===== src/rtl/mlcrd_pkg.sv =====
package mlcrd_pkg;
   typedef enum logic [2:0] {
      ST_IDLE,
      ST_SET_REF,
      ST_SENSE,
      ST_COMBINE,
      ST_DONE
   } rd_state_e;

   // index of the reference a sense step uses
   localparam int unsigned REF_LO  = 0;
   localparam int unsigned REF_MID = 1;
   localparam int unsigned REF_HI  = 2;
   localparam int unsigned NREF    = 3;
endpackage


===== src/rtl/ref_adjust.sv =====
module ref_adjust #(
   parameter int DAC_W = 6,
   parameter int OFS_W = 5,
   parameter int NOM   = 32
) (
   input  logic signed [OFS_W-1:0] ofs,
   output logic [DAC_W-1:0]        code
);
   localparam int SUM_W = ((DAC_W > OFS_W) ? DAC_W : OFS_W) + 2;
   localparam int CODE_MAX = (1 << DAC_W) - 1;

   logic signed [SUM_W-1:0] nom_s;
   logic signed [SUM_W-1:0] ofs_s;
   logic signed [SUM_W-1:0] sum;
   logic signed [SUM_W-1:0] max_s;

   always_comb begin
      nom_s = SUM_W'(NOM);
      max_s = SUM_W'(CODE_MAX);
      ofs_s = {{(SUM_W-OFS_W){ofs[OFS_W-1]}}, ofs};
      sum   = nom_s + ofs_s;
      if (sum < 0)
         code = '0;
      else if (sum > max_s)
         code = DAC_W'(CODE_MAX);
      else
         code = sum[DAC_W-1:0];
   end
endmodule


===== src/rtl/sense_combine.sv =====
module sense_combine #(
   parameter int NCELL = 8
) (
   input  logic             upper,
   input  logic [NCELL-1:0] first_s,
   input  logic [NCELL-1:0] second_s,
   output logic [NCELL-1:0] page
);
   for (genvar c = 0; c < NCELL; c++) begin : g_cell
      always_comb begin
         if (upper)
            page[c] = first_s[c] | ~second_s[c];
         else
            page[c] = first_s[c];
      end
   end
endmodule


===== src/rtl/rd_fsm.sv =====
module rd_fsm
   import mlcrd_pkg::*;
(
   input  logic      clk,
   input  logic      rst_n,
   input  logic      req_valid,
   input  logic      req_upper,
   input  logic      sense_valid,
   output rd_state_e state,
   output logic      upper_q,
   output logic [1:0] ref_sel,
   output logic      load_req,
   output logic      cap_first,
   output logic      cap_second,
   output logic      page_load
);
   logic step_q;

   assign load_req   = (state == ST_IDLE) && req_valid;
   assign cap_first  = (state == ST_SENSE) && sense_valid && !step_q;
   assign cap_second = (state == ST_SENSE) && sense_valid && step_q;
   assign page_load  = (state == ST_COMBINE);

   always_comb begin
      if (!upper_q)
         ref_sel = 2'(REF_MID);
      else if (!step_q)
         ref_sel = 2'(REF_LO);
      else
         ref_sel = 2'(REF_HI);
   end

   always_ff @(posedge clk or negedge rst_n) begin
      if (!rst_n) begin
         state   <= ST_IDLE;
         upper_q <= 1'b0;
         step_q  <= 1'b0;
      end else begin
         case (state)
            ST_IDLE: begin
               if (req_valid) begin
                  upper_q <= req_upper;
                  step_q  <= 1'b0;
                  state   <= ST_SET_REF;
               end
            end
            ST_SET_REF: state <= ST_SENSE;
            ST_SENSE: begin
               if (sense_valid) begin
                  if (upper_q && !step_q) begin
                     step_q <= 1'b1;
                     state  <= ST_SET_REF;
                  end else begin
                     state <= ST_COMBINE;
                  end
               end
            end
            ST_COMBINE: state <= ST_DONE;
            ST_DONE:    state <= ST_IDLE;
            default:    state <= ST_IDLE;
         endcase
      end
   end
endmodule


===== src/rtl/mlc_page_read_seq.sv =====
module mlc_page_read_seq
   import mlcrd_pkg::*;
#(
   parameter int NCELL  = 8,
   parameter int DAC_W  = 6,
   parameter int OFS_W  = 5,
   parameter int VA_NOM = 12,
   parameter int VB_NOM = 32,
   parameter int VC_NOM = 52
) (
   input  logic                    clk,
   input  logic                    rst_n,
   input  logic                    req_valid,
   input  logic                    req_upper,
   input  logic signed [OFS_W-1:0] ofs_a,
   input  logic signed [OFS_W-1:0] ofs_b,
   input  logic signed [OFS_W-1:0] ofs_c,
   output logic [DAC_W-1:0]        ref_code,
   output logic                    sense_strobe,
   input  logic                    sense_valid,
   input  logic [NCELL-1:0]        sense_bits,
   output logic                    busy,
   output logic                    done,
   output logic [NCELL-1:0]        page_bits
);
   localparam int CODE_MAX = (1 << DAC_W) - 1;

   if (!(VA_NOM < VB_NOM && VB_NOM < VC_NOM))
      $error("nominal references must rise: Va < Vb < Vc");
   if (VA_NOM < 0 || VC_NOM > CODE_MAX)
      $error("nominal references must fit the DAC range");
   if (OFS_W < 2 || OFS_W > DAC_W + 1)
      $error("correction width out of supported range");
   if (NCELL < 1)
      $error("at least one cell is required");

   rd_state_e         state;
   logic              upper_q;
   logic [1:0]        ref_sel;
   logic              load_req;
   logic              cap_first;
   logic              cap_second;
   logic              page_load;
   logic signed [OFS_W-1:0] ofs_q [NREF];
   logic [DAC_W-1:0]  adj [NREF];
   logic [NCELL-1:0]  first_q;
   logic [NCELL-1:0]  second_q;
   logic [NCELL-1:0]  page_next;

   rd_fsm u_fsm (
      .clk        (clk),
      .rst_n      (rst_n),
      .req_valid  (req_valid),
      .req_upper  (req_upper),
      .sense_valid(sense_valid),
      .state      (state),
      .upper_q    (upper_q),
      .ref_sel    (ref_sel),
      .load_req   (load_req),
      .cap_first  (cap_first),
      .cap_second (cap_second),
      .page_load  (page_load)
   );

   for (genvar g = 0; g < NREF; g++) begin : g_ref
      ref_adjust #(
         .DAC_W(DAC_W),
         .OFS_W(OFS_W),
         .NOM  ((g == 0) ? VA_NOM : ((g == 1) ? VB_NOM : VC_NOM))
      ) u_adj (
         .ofs (ofs_q[g]),
         .code(adj[g])
      );
   end

   sense_combine #(.NCELL(NCELL)) u_comb (
      .upper   (upper_q),
      .first_s (first_q),
      .second_s(second_q),
      .page    (page_next)
   );

   always_ff @(posedge clk or negedge rst_n) begin
      if (!rst_n) begin
         for (int r = 0; r < NREF; r++) ofs_q[r] <= '0;
         first_q   <= '0;
         second_q  <= '0;
         page_bits <= '0;
      end else begin
         if (load_req) begin
            ofs_q[REF_LO]  <= ofs_a;
            ofs_q[REF_MID] <= ofs_b;
            ofs_q[REF_HI]  <= ofs_c;
         end
         if (cap_first)  first_q   <= sense_bits;
         if (cap_second) second_q  <= sense_bits;
         if (page_load)  page_bits <= page_next;
      end
   end

   assign ref_code     = adj[ref_sel];
   assign sense_strobe = (state == ST_SENSE);
   assign busy         = (state != ST_IDLE);
   assign done         = (state == ST_DONE);
endmodule


===== config.mk =====
export PLATFORM = sky130hd
export DESIGN_NAME = mlc_page_read_seq
export DESIGN_NICKNAME = d
export VERILOG_FILES = /design/src/rtl/mlcrd_pkg.sv /design/src/rtl/ref_adjust.sv /design/src/rtl/sense_combine.sv /design/src/rtl/rd_fsm.sv /design/src/rtl/mlc_page_read_seq.sv
export SDC_FILE = /design/constraint.sdc
export NUM_CORES = 1
export LEC_CHECK = 0
export BUFFER_PORTS_ARGS = -buffer_cell sky130_fd_sc_hd__buf_4
export CAP_MARGIN = 20
export CELL_PAD_IN_SITES_DETAIL_PLACEMENT = 1
export CELL_PAD_IN_SITES_GLOBAL_PLACEMENT = 1
export CORE_MARGIN = 4
export CORE_UTILIZATION = 30
export DETAILED_ROUTE_END_ITERATION = 12
export PLACE_DENSITY = 0.65
export SETUP_SLACK_MARGIN = 0.2
export SLEW_MARGIN = 25
export SYNTH_ARGS = -nofsm -noshare
export SYNTH_HDL_FRONTEND = slang
export SYNTH_SLANG_ARGS = --single-unit

===== constraint.sdc =====
create_clock -name clk -period 1.6 [get_ports clk]
set_input_delay 0.08 -clock clk [delete_from_list [all_inputs] [get_ports clk]]
set_output_delay 0.08 -clock clk [all_outputs]
set_load 0.02 [all_outputs]

==> results of run 1 <==
repair_timing:
action	in CTS	in global routing
endpoints found under the hold margin	44	0
endpoints found under the setup margin	40	32
setup buffers	12	5
pin swaps	7	13
hold buffers	1	0
gates resized for setup	42	17
flip-flops by register name, indices dropped and copies added (netlist names):
name / flops
u_fsm.state: 3
u_fsm.upper_q: 1
first_q: 8
ofs_q: 15
page_bits: 8
second_q: 8
u_fsm.step_q: 1
power by group:
part	internal, µW	switching [µW]
Clock	511	394
Combinational	1820	1640
Sequential	1660	398
layout by cell type (no fill, tap or decap), types with 2 or more instances in the layout:
cell type / instances
buf_6: 11
clkbuf_8: 6
o21ai_0: 7
a21oi_1: 10
nor3b_4: 2
o21ai_1: 14
o22ai_1: 2
mux2_4: 22
dfrtp_2: 4
o211ai_1: 4
inv_1: 20
buf_4: 57
a21o_1: 3
nand2_1: 11
dfrtp_1: 40
nand3_1: 10
inv_2: 2
ha_4: 2
kinds of logic (layout without fill, tap and decap cells):
kind of cell               count (synthesis)  in the layout  share of synthesized area [%]
and+or+nand+nor                           33             33                           9.53
buffers and inverters                     31            101                           6.06
muxes                                     22             22                           12.5
adders and majority gates                  4              4                           2.53
AOI/OAI and AO/OA                         46             46                           13.8
DFF                                       44             44                           55.6
per-stage QoR:
stage,setup TNS (ns),setup WS (ns)
after floorplan,0,0.175
after global placement,0,0.0246
after detailed placement,-0.00563,-0.00563
after CTS,-0.928,-0.235
after global routing,-1.35,-0.269
final,-0.927,-0.224
layer usage:
metal	global-route usage, %	part of all wire (%)	up-vias
met1	20.1	44	811
met4	6.50	2.1	0
met2	24.0	51	24
li1	-	-	764
met3	2.12	2.5	9
met5	0	0	-
worst paths after layout:
| path | depth (start not counted) | startpoint | slack, ns | end |
|---|---|---|---|---|
| min in group asynchronous | 2 | rst_n | 0.32 | ofs_q[5] |
| worst max register to register | 4 | u_fsm.state[0] | 0.15 | first_q[1] |
| worst min-delay path | 2 | ofs_a[0] | 0.02 | ofs_q[10] |
| worst max-delay path | 6 | ofs_q[2] | -0.22 | ref_code[5] |
| worst min register to register | 2 | page_bits[3] | 0.49 | page_bits[3] |
| max in group asynchronous | 2 | rst_n | 0.86 | u_fsm.state[2] |
cells in the mapped netlist (all sizes together):
| cell type | instances |
|---|---|
| o211a | 1 |
| ha | 4 |
| nand2b | 2 |
| a311o | 1 |
| a21oi | 10 |
| nor3b | 2 |
| o221ai | 2 |
| nand4bb | 1 |
| o311ai | 1 |
| inv | 23 |
| and2 | 1 |
| clkbuf | 5 |
| o31ai | 1 |
| buf | 3 |
| dfrtp | 44 |
| nand3b | 1 |
| mux2 | 22 |
| o211ai | 4 |
| nand3 | 12 |
| nor3 | 1 |
| nor2 | 2 |
| o22ai | 2 |
| a21o | 3 |
| o21ai | 21 |
| nand2 | 11 |
layout make-up:
class	count	area [µm²]	share of cell area, %
multi-input cells	105	961	32.5
well taps	77	96.3	3.26
inverters	23	88.8	3.01
flip-flops and latches	44	1110	37.4
repair buffers	70	582	19.7
clock inverters	2	38.8	1.31
clock buffers	6	82.6	2.79
==> flow_summary.ini, run 1 <==
[clocking]
cts.sinks = 44
htree_levels = 2
clock_latency_ns = 0.30
cts_tree = built
cts_root_buf = clkbuf_8
clockBufferDepth = 2
clkTransAtPathRegs_ns = 0.09
numCtsBuffers = 5

[critical_path]
critPathBufInv = 1
cp_cell_sequence = ha_2 > ha_4 > nand2b_4 > o311ai_2 > o21ai_1 > buf_4
crit_path_end_kind = output pin
criticalPathCategory = register to output pin
critPathMaxFanout = 5
required_ns = 1.52
arrival_ns = 1.74
critPathSlowestCell = dfrtp_1
critPathMaxStageDelay_ns = 0.41
start_kind = register
crit_family = flip-flops

[timing]
grt_setup_unrepaired = true
fmax_mhz = 548
period_minus_slack_ns = 1.82
slew_violations = 0
clock_skew_ns = 0.0115
hold_violations = 0
worst_pin_slew_ns = 0.573
setup_violations = 6
min_period_over_period_pct = 114
worst_slack_ns = -0.224
slew_headroom_pct = 61.8
holdWs_ns = 0.0171

[placement]
numPortBuffers = 44
placed_area_um2 = 2450
dpl.cell_count = 301
dp_hpwl_mm = 3.46
gp_congestion = 0.751

[detailed_routing]
wirelength_mm = 5.58
postRouteAntennaNets = 0
drt_pass1_iterations = 3
drt_iter0_drc = 94
post_drt_wl_per_cell_um = 17.0
drc = 0
vias = 1608
vias_per_cell = 4.92

[global_routing]
antenna_found_initial = 0
grt_pass1_vias = 1739
grt.total_usage_pct = 14.9
grt_max_degree = 45
grt_remaining_overflow = 0
grt_pass1_wl_mm = 8.99

[hold_path]
hp-class = primary input to register

[synth]
ys_seq_elements = 44
synth_area_um2 = 1980
synth_top_cell_area_share_pct = 55.6
netlist_instances = 180
synth_top_cell_by_area = dfrtp_1
yosysUniqueCellTypes = 30
seq_area_frac_synth_pct = 55.6
syn_avg_cell_area_um2 = 11.0
syn_nets = 212
synth_area_leaders = dfrtp_1 56%, mux2_2 8.0%, mux2_1 4.5%
ys_warn_count = 0

[layout]
utilization_pct = 46.3
n_antenna_cell = 0
fin_cells = 327
area_growth_pct = 49.1
fill_cells = 695
final_area_um2 = 2960
drive_gt1_share_pct = 48.4
finalNetCount = 281

[die]
die_w_um = 89.3
pin_count = 45
start_util_pct = 31.0
fp.coreArea_um2 = 6390
row_count = 29
die_area_um2 = 7970
die_h_um = 89.3

[status]
violations = setup timing
run_status = finished, violations left

[power_and_ir_drop]
total_power_uw = 6430
vdd_drop_max_uv = 846
p_per_area_nw_per_um2 = 2180
leakagePower_uw = 0.00143

[run]
max_cap_violations = 0
Note: power is estimated with default switching activity, not from simulation.
==> inputs of run 2 (changes only) <==
--- a/config.mk
+++ b/config.mk
@@ -5,7 +5,7 @@
 export SDC_FILE = /design/constraint.sdc
 export NUM_CORES = 1
 export LEC_CHECK = 0
-export BUFFER_PORTS_ARGS = -buffer_cell sky130_fd_sc_hd__buf_4
+export BUFFER_PORTS_ARGS = -buffer_cell sky130_fd_sc_hd__buf_2
 export CAP_MARGIN = 20
 export CELL_PAD_IN_SITES_DETAIL_PLACEMENT = 1
 export CELL_PAD_IN_SITES_GLOBAL_PLACEMENT = 1
@@ -13,6 +13,7 @@
 export CORE_UTILIZATION = 30
 export DETAILED_ROUTE_END_ITERATION = 12
 export PLACE_DENSITY = 0.65
+export RECOVER_POWER = 50
 export SETUP_SLACK_MARGIN = 0.2
 export SLEW_MARGIN = 25
 export SYNTH_ARGS = -nofsm -noshare
==> flow_summary.ini, run 2 (synthesized netlist as in run 1, its figures left out) <==
[status]
run_status = finished, violations left
violations = setup timing

[timing]
worst_slack_ns = -0.178
grt_setup_unrepaired = true
min_period_over_period_pct = 111
clock_skew_ns = 0.0137
worst_pin_slew_ns = 0.582
hold_violations = 0
fmax_mhz = 563
slew_violations = 0
slew_headroom_pct = 61.2
period_minus_slack_ns = 1.78
setup_violations = 6

[clocking]
clockBufferDepth = 2
clock_latency_ns = 0.31
htree_levels = 2
cts.sinks = 44
numCtsBuffers = 5
clkTransAtPathRegs_ns = 0.08
cts_tree = built
cts_root_buf = clkbuf_8

[detailed_routing]
drc = 0
drt_pass1_iterations = 4
vias_per_cell = 4.84
postRouteAntennaNets = 0
post_drt_wl_per_cell_um = 16.1
vias = 1579
drt_iter0_drc = 41
wirelength_mm = 5.26

[hold_path]
min_to = ofs_q[1]
hp-class = primary input to register
hold_start = ofs_c[1]
hold_depth = 2

[placement]
dpl.cell_count = 306
dp_hpwl_mm = 3.49
numPortBuffers = 44
placed_area_um2 = 2390
gp_congestion = 0.782

[layout]
utilization_pct = 44.9
final_area_um2 = 2870
largest_reg_flops = 15
area_growth_pct = 44.7
drive_gt1_share_pct = 48.2
fin_cells = 326
mostFrequentLayoutCell = dfrtp_1
n_antenna_cell = 0
largest-register = ofs_q
finalNetCount = 280
mostFrequentLayoutCells = 41 x dfrtp_1, 31 x buf_2, 22 x mux2_4

[die]
die_area_um2 = 7970
pin_count = 45
die_w_um = 89.3
fp.coreArea_um2 = 6390
start_util_pct = 31.0
die_h_um = 89.3
row_count = 29

[critical_path]
crit_path_end_kind = output pin
criticalPathCategory = register to output pin
cp_cell_sequence = ha_2 > ha_4 > nand2b_4 > o311ai_2 > o21ai_1 > buf_4
critPathMaxStageDelay_ns = 0.41
crit_family = flip-flops
critPathBufInv = 1
start_kind = register
r2r_slack_ns = 0.06
critPathSlowestCell = dfrtp_1
r2r_start = u_fsm.state[2]
required_ns = 1.52
critPathMaxFanout = 5
rr_worst_depth = 4
arrival_ns = 1.70
r2r_end = second_q[1]

[power_and_ir_drop]
leakagePower_uw = 0.00139
vdd_drop_max_uv = 1080
p_per_area_nw_per_um2 = 2160

[global_routing]
grt_max_degree = 24
grt_pass1_wl_mm = 8.51
grt.total_usage_pct = 14.4
grt_pass1_vias = 1658
grt_remaining_overflow = 0
antenna_found_initial = 0

[run]
max_cap_violations = 0
==> run 2: changes by cell type in the layout (fill, tap and decap cells not counted), moves of 2 or more <==
cell,change
clkbuf_2,+2
o21ai_1,-10
clkbuf_1,+5
buf_2,+31
o21ai_2,+9
buf_4,-42
dlygate4sd3_1,+2
==> run 2: layout make-up <==
type	count	area (µm²)
multi-input combinational	105	975
sequential	44	1100
tap	77	96.3
clock inverter	2	38.8
clock buffer	6	82.6
inverter	23	88.8
timing repair buffer	69	482
fill	711	3520
==> run 2: report_power, final <==
part	total (µW)	internal [µW]	switching [µW]
clock network	929	511	417
logic	3190	1640	1550
registers	2080	1660	423
total	6200	3810	2390
==> run 2: how the worst max path moves through the flow <==
stage	startpoint	to	slack [ns]	cells past startpoint
final	ofs_q[2]	ref_code[5]	-0.18	6
after global routing	ofs_q[2]	ref_code[5]	-0.26	6
after CTS	ofs_q[2]	ref_code[5]	-0.24	6
after detailed placement	ofs_q[2]	ref_code[5]	-0.02	6
after global placement	ofs_q[3]	ref_code[5]	0.04	6
after floorplan	u_fsm.state[0]	second_q[0]	0.17	3
==> run 2: timing repair <==
item	4_1_cts	5_1_grt
resized for setup	38	33
hold buffers	3	0
pin swaps	8	17
setup endpoints to repair	41	31
hold endpoints to repair	24	0
setup buffers	6	3
==> run 2: worst register-to-register path: cells and delay by family, from the launching register on <==
kind | cells | cell delay (ns)
multiplexers | 1 | 0.36
buffers and inverters | 1 | 0.13
AND/OR/NAND/NOR | 2 | 0.47
flip-flops | 1 | 0.46
==> run 2: metal layers <==
| layer | wire length [µm] | track usage (%) | share of wire [%] | vias to the layer above |
|---|---|---|---|---|
| li1 | - | - | - | 755 |
| met1 | 2390 | 19.5 | 45 | 796 |
| met2 | 2630 | 22.5 | 50 | 22 |
| met3 | 164 | 3.13 | 3.1 | 6 |
| met4 | 78 | 5.28 | 1.5 | 0 |
| met5 | 0 | 0 | 0 | - |
==> run 2: through the flow <==
stage	hold slack (ns)	setup TNS [ns]	setup slack (ns)	power (µW)
after detailed placement	0.115	-0.0152	-0.0152	4410
after floorplan	-0.216	0	0.175	3550
final	0.00294	-0.822	-0.178	6200
after global routing	-0.00284	-1.38	-0.258	6640
after global placement	0.0980	0	0.0366	4340
after CTS	0.00147	-0.984	-0.241	5890
==> inputs of run 3 (changes only) <==
--- a/config.mk
+++ b/config.mk
@@ -7,12 +7,10 @@
 export LEC_CHECK = 0
 export BUFFER_PORTS_ARGS = -buffer_cell sky130_fd_sc_hd__buf_2
 export CAP_MARGIN = 20
-export CELL_PAD_IN_SITES_DETAIL_PLACEMENT = 1
-export CELL_PAD_IN_SITES_GLOBAL_PLACEMENT = 1
 export CORE_MARGIN = 4
-export CORE_UTILIZATION = 30
+export CORE_UTILIZATION = 45
 export DETAILED_ROUTE_END_ITERATION = 12
-export PLACE_DENSITY = 0.65
+export PLACE_DENSITY = 0.73
 export RECOVER_POWER = 50
 export SETUP_SLACK_MARGIN = 0.2
 export SLEW_MARGIN = 25
==> flow_summary.ini, run 3 (synthesized netlist as in run 1, its figures left out) <==
[critical_path]
required_ns = 1.52
r2r_start = u_fsm.state[2]
critPathMaxFanout = 4
critPathMaxStageDelay_ns = 0.40
critPathSlowestCell = dfrtp_1
start_kind = register
r2r_end = second_q[0]
arrival_ns = 1.67
criticalPathCategory = register to output pin
rr_worst_depth = 4
r2r_slack_ns = 0.12
crit_path_end_kind = output pin
cp_cell_sequence = ha_2 > ha_4 > nand2b_4 > o311ai_2 > o21ai_1 > buf_4

[power_and_ir_drop]
switchingPower_uw = 2270
leakagePower_uw = 0.00135
pwr-share-comb_pct = 53.3
power.internal_uw = 3610
seq_power_share_pct = 35.2
clockPowerShare_pct = 11.5
swShare_pct = 38.6
vdd_drop_max_uv = 1120
p_per_area_nw_per_um2 = 2140

[status]
violations = setup timing
run_status = finished, violations left

[placement]
numPortBuffers = 44
gp_congestion = 0.849
dpl.cell_count = 275
place_ws_ns = 0.0505
dp_hpwl_mm = 3.00

[hold_path]
hold_start = ofs_a[1]
hold_depth = 2
hp-class = primary input to register
min_to = ofs_q[11]

[layout]
n_antenna_cell = 0
mostFrequentLayoutCell = dfrtp_1
fin_cells = 297
largest-register = ofs_q
drive_gt1_share_pct = 44.1
area_growth_pct = 38.3
largest_reg_flops = 15
mostFrequentLayoutCells = 39 x dfrtp_1, 30 x buf_2, 22 x inv_1, 22 x mux2_4, 16 x buf_4
finalNetCount = 278

[die]
die_w_um = 74.4
fp.coreArea_um2 = 4120
pin_count = 45
die_h_um = 74.4
start_util_pct = 48.2
die_area_um2 = 5530
row_count = 23

[detailed_routing]
vias_per_cell = 5.33
drc = 0
vias = 1582
wirelength_mm = 4.63
drt_iter0_drc = 94
drt_pass1_iterations = 4
postRouteAntennaNets = 0
post_drt_wl_per_cell_um = 15.6

[clocking]
cts_root_buf = clkbuf_8
clock_latency_ns = 0.29
numCtsBuffers = 5
clkTransAtPathRegs_ns = 0.08
clockBufferDepth = 2
cts.sinks = 44
htree_levels = 2
cts_tree = built

[global_routing]
grt_pass1_vias = 1680
grt_remaining_overflow = 0
grt_pass1_wl_mm = 7.99
grt_max_degree = 19
grt.total_usage_pct = 18.9
antenna_found_initial = 0

[timing]
clock_skew_ns = 0.00803
period_minus_slack_ns = 1.75
worst_pin_slew_ns = 0.785
worst_slack_ns = -0.154
slew_headroom_pct = 47.7
fmax_mhz = 570
hold_violations = 0
holdWs_ns = 0.0203
slew_violations = 0
setup_violations = 6
grt_setup_unrepaired = true
min_period_over_period_pct = 110

[run]
max_cap_violations = 0
[run 3: layout make-up]
type | instances | area, µm²
Fill cell | 316 | 1380
Sequential cell | 44 | 1110
Multi-Input combinational cell | 105 | 933
Timing Repair Buffer | 67 | 465
Inverter | 23 | 86.3
Clock buffer | 6 | 72.6
Tap cell | 50 | 62.6
Clock inverter | 2 | 12.5
[run 3: per-stage QoR]
step                      total power [µW]  instance area [µm²]  TNS, ns  util [%]
after floorplan                       3550                 2000        0         -
after global placement                4230                 2330        0      56.5
after detailed placement              4300                 2330        0      56.5
after CTS                             5750                 2710   -0.602      65.8
after global routing                  6270                 2740    -1.09      66.6
final                                 5880                 2740   -0.731      66.6
[run 3: power by group through the flow]
| stage | Clock [µW] | Combinational, µW | Sequential (µW) |
|---|---|---|---|
| after detailed placement | 0 | 2240 | 2060 |
| after global placement | 0 | 2190 | 2050 |
| after global routing | 720 | 3410 | 2150 |
| after floorplan | 0 | 1500 | 2050 |
| after CTS | 690 | 3010 | 2050 |
| final | 675 | 3130 | 2070 |
[run 3: layer usage]
| layer | routed length (µm) | share of wire, % | vias up | global-route usage [%] |
|---|---|---|---|---|
| li1 | - | - | 754 | - |
| met1 | 2070 | 45 | 776 | 25.5 |
| met2 | 2220 | 48 | 44 | 29.2 |
| met3 | 240 | 5.2 | 8 | 4.86 |
| met4 | 98 | 2.1 | 0 | 7.71 |
| met5 | 0 | 0 | - | 0 |
[run 3: repair_timing]
action,in CTS,in global routing
pin swaps,6,4
hold endpoints to repair,13,0
hold buffers,1,0
gates resized for setup,50,10
setup buffers,12,1
endpoints found under the setup margin,28,32
[run 3: critical path, delay by kind of cell, from the launching register on]
family,cells,cell delay [ns]
buffers and inverters,1,0.17
flip-flops,1,0.40
AND/OR/NAND/NOR,1,0.14
AO/OA/AOI/OAI,2,0.30
adder cells (fa/ha/maj),2,0.37
[run 3: worst max-delay path by stage]
stage                         from           to  slack [ns]  cells after the start
floorplan           u_fsm.state[0]  second_q[0]        0.17                      3
global placement          ofs_q[2]  ref_code[5]        0.08                      6
detailed placement        ofs_q[2]  ref_code[5]        0.05                      6
CTS                       ofs_q[2]  ref_code[5]       -0.14                      6
global route              ofs_q[3]  ref_code[5]       -0.25                      6
finish                    ofs_q[3]  ref_code[5]       -0.15                      6
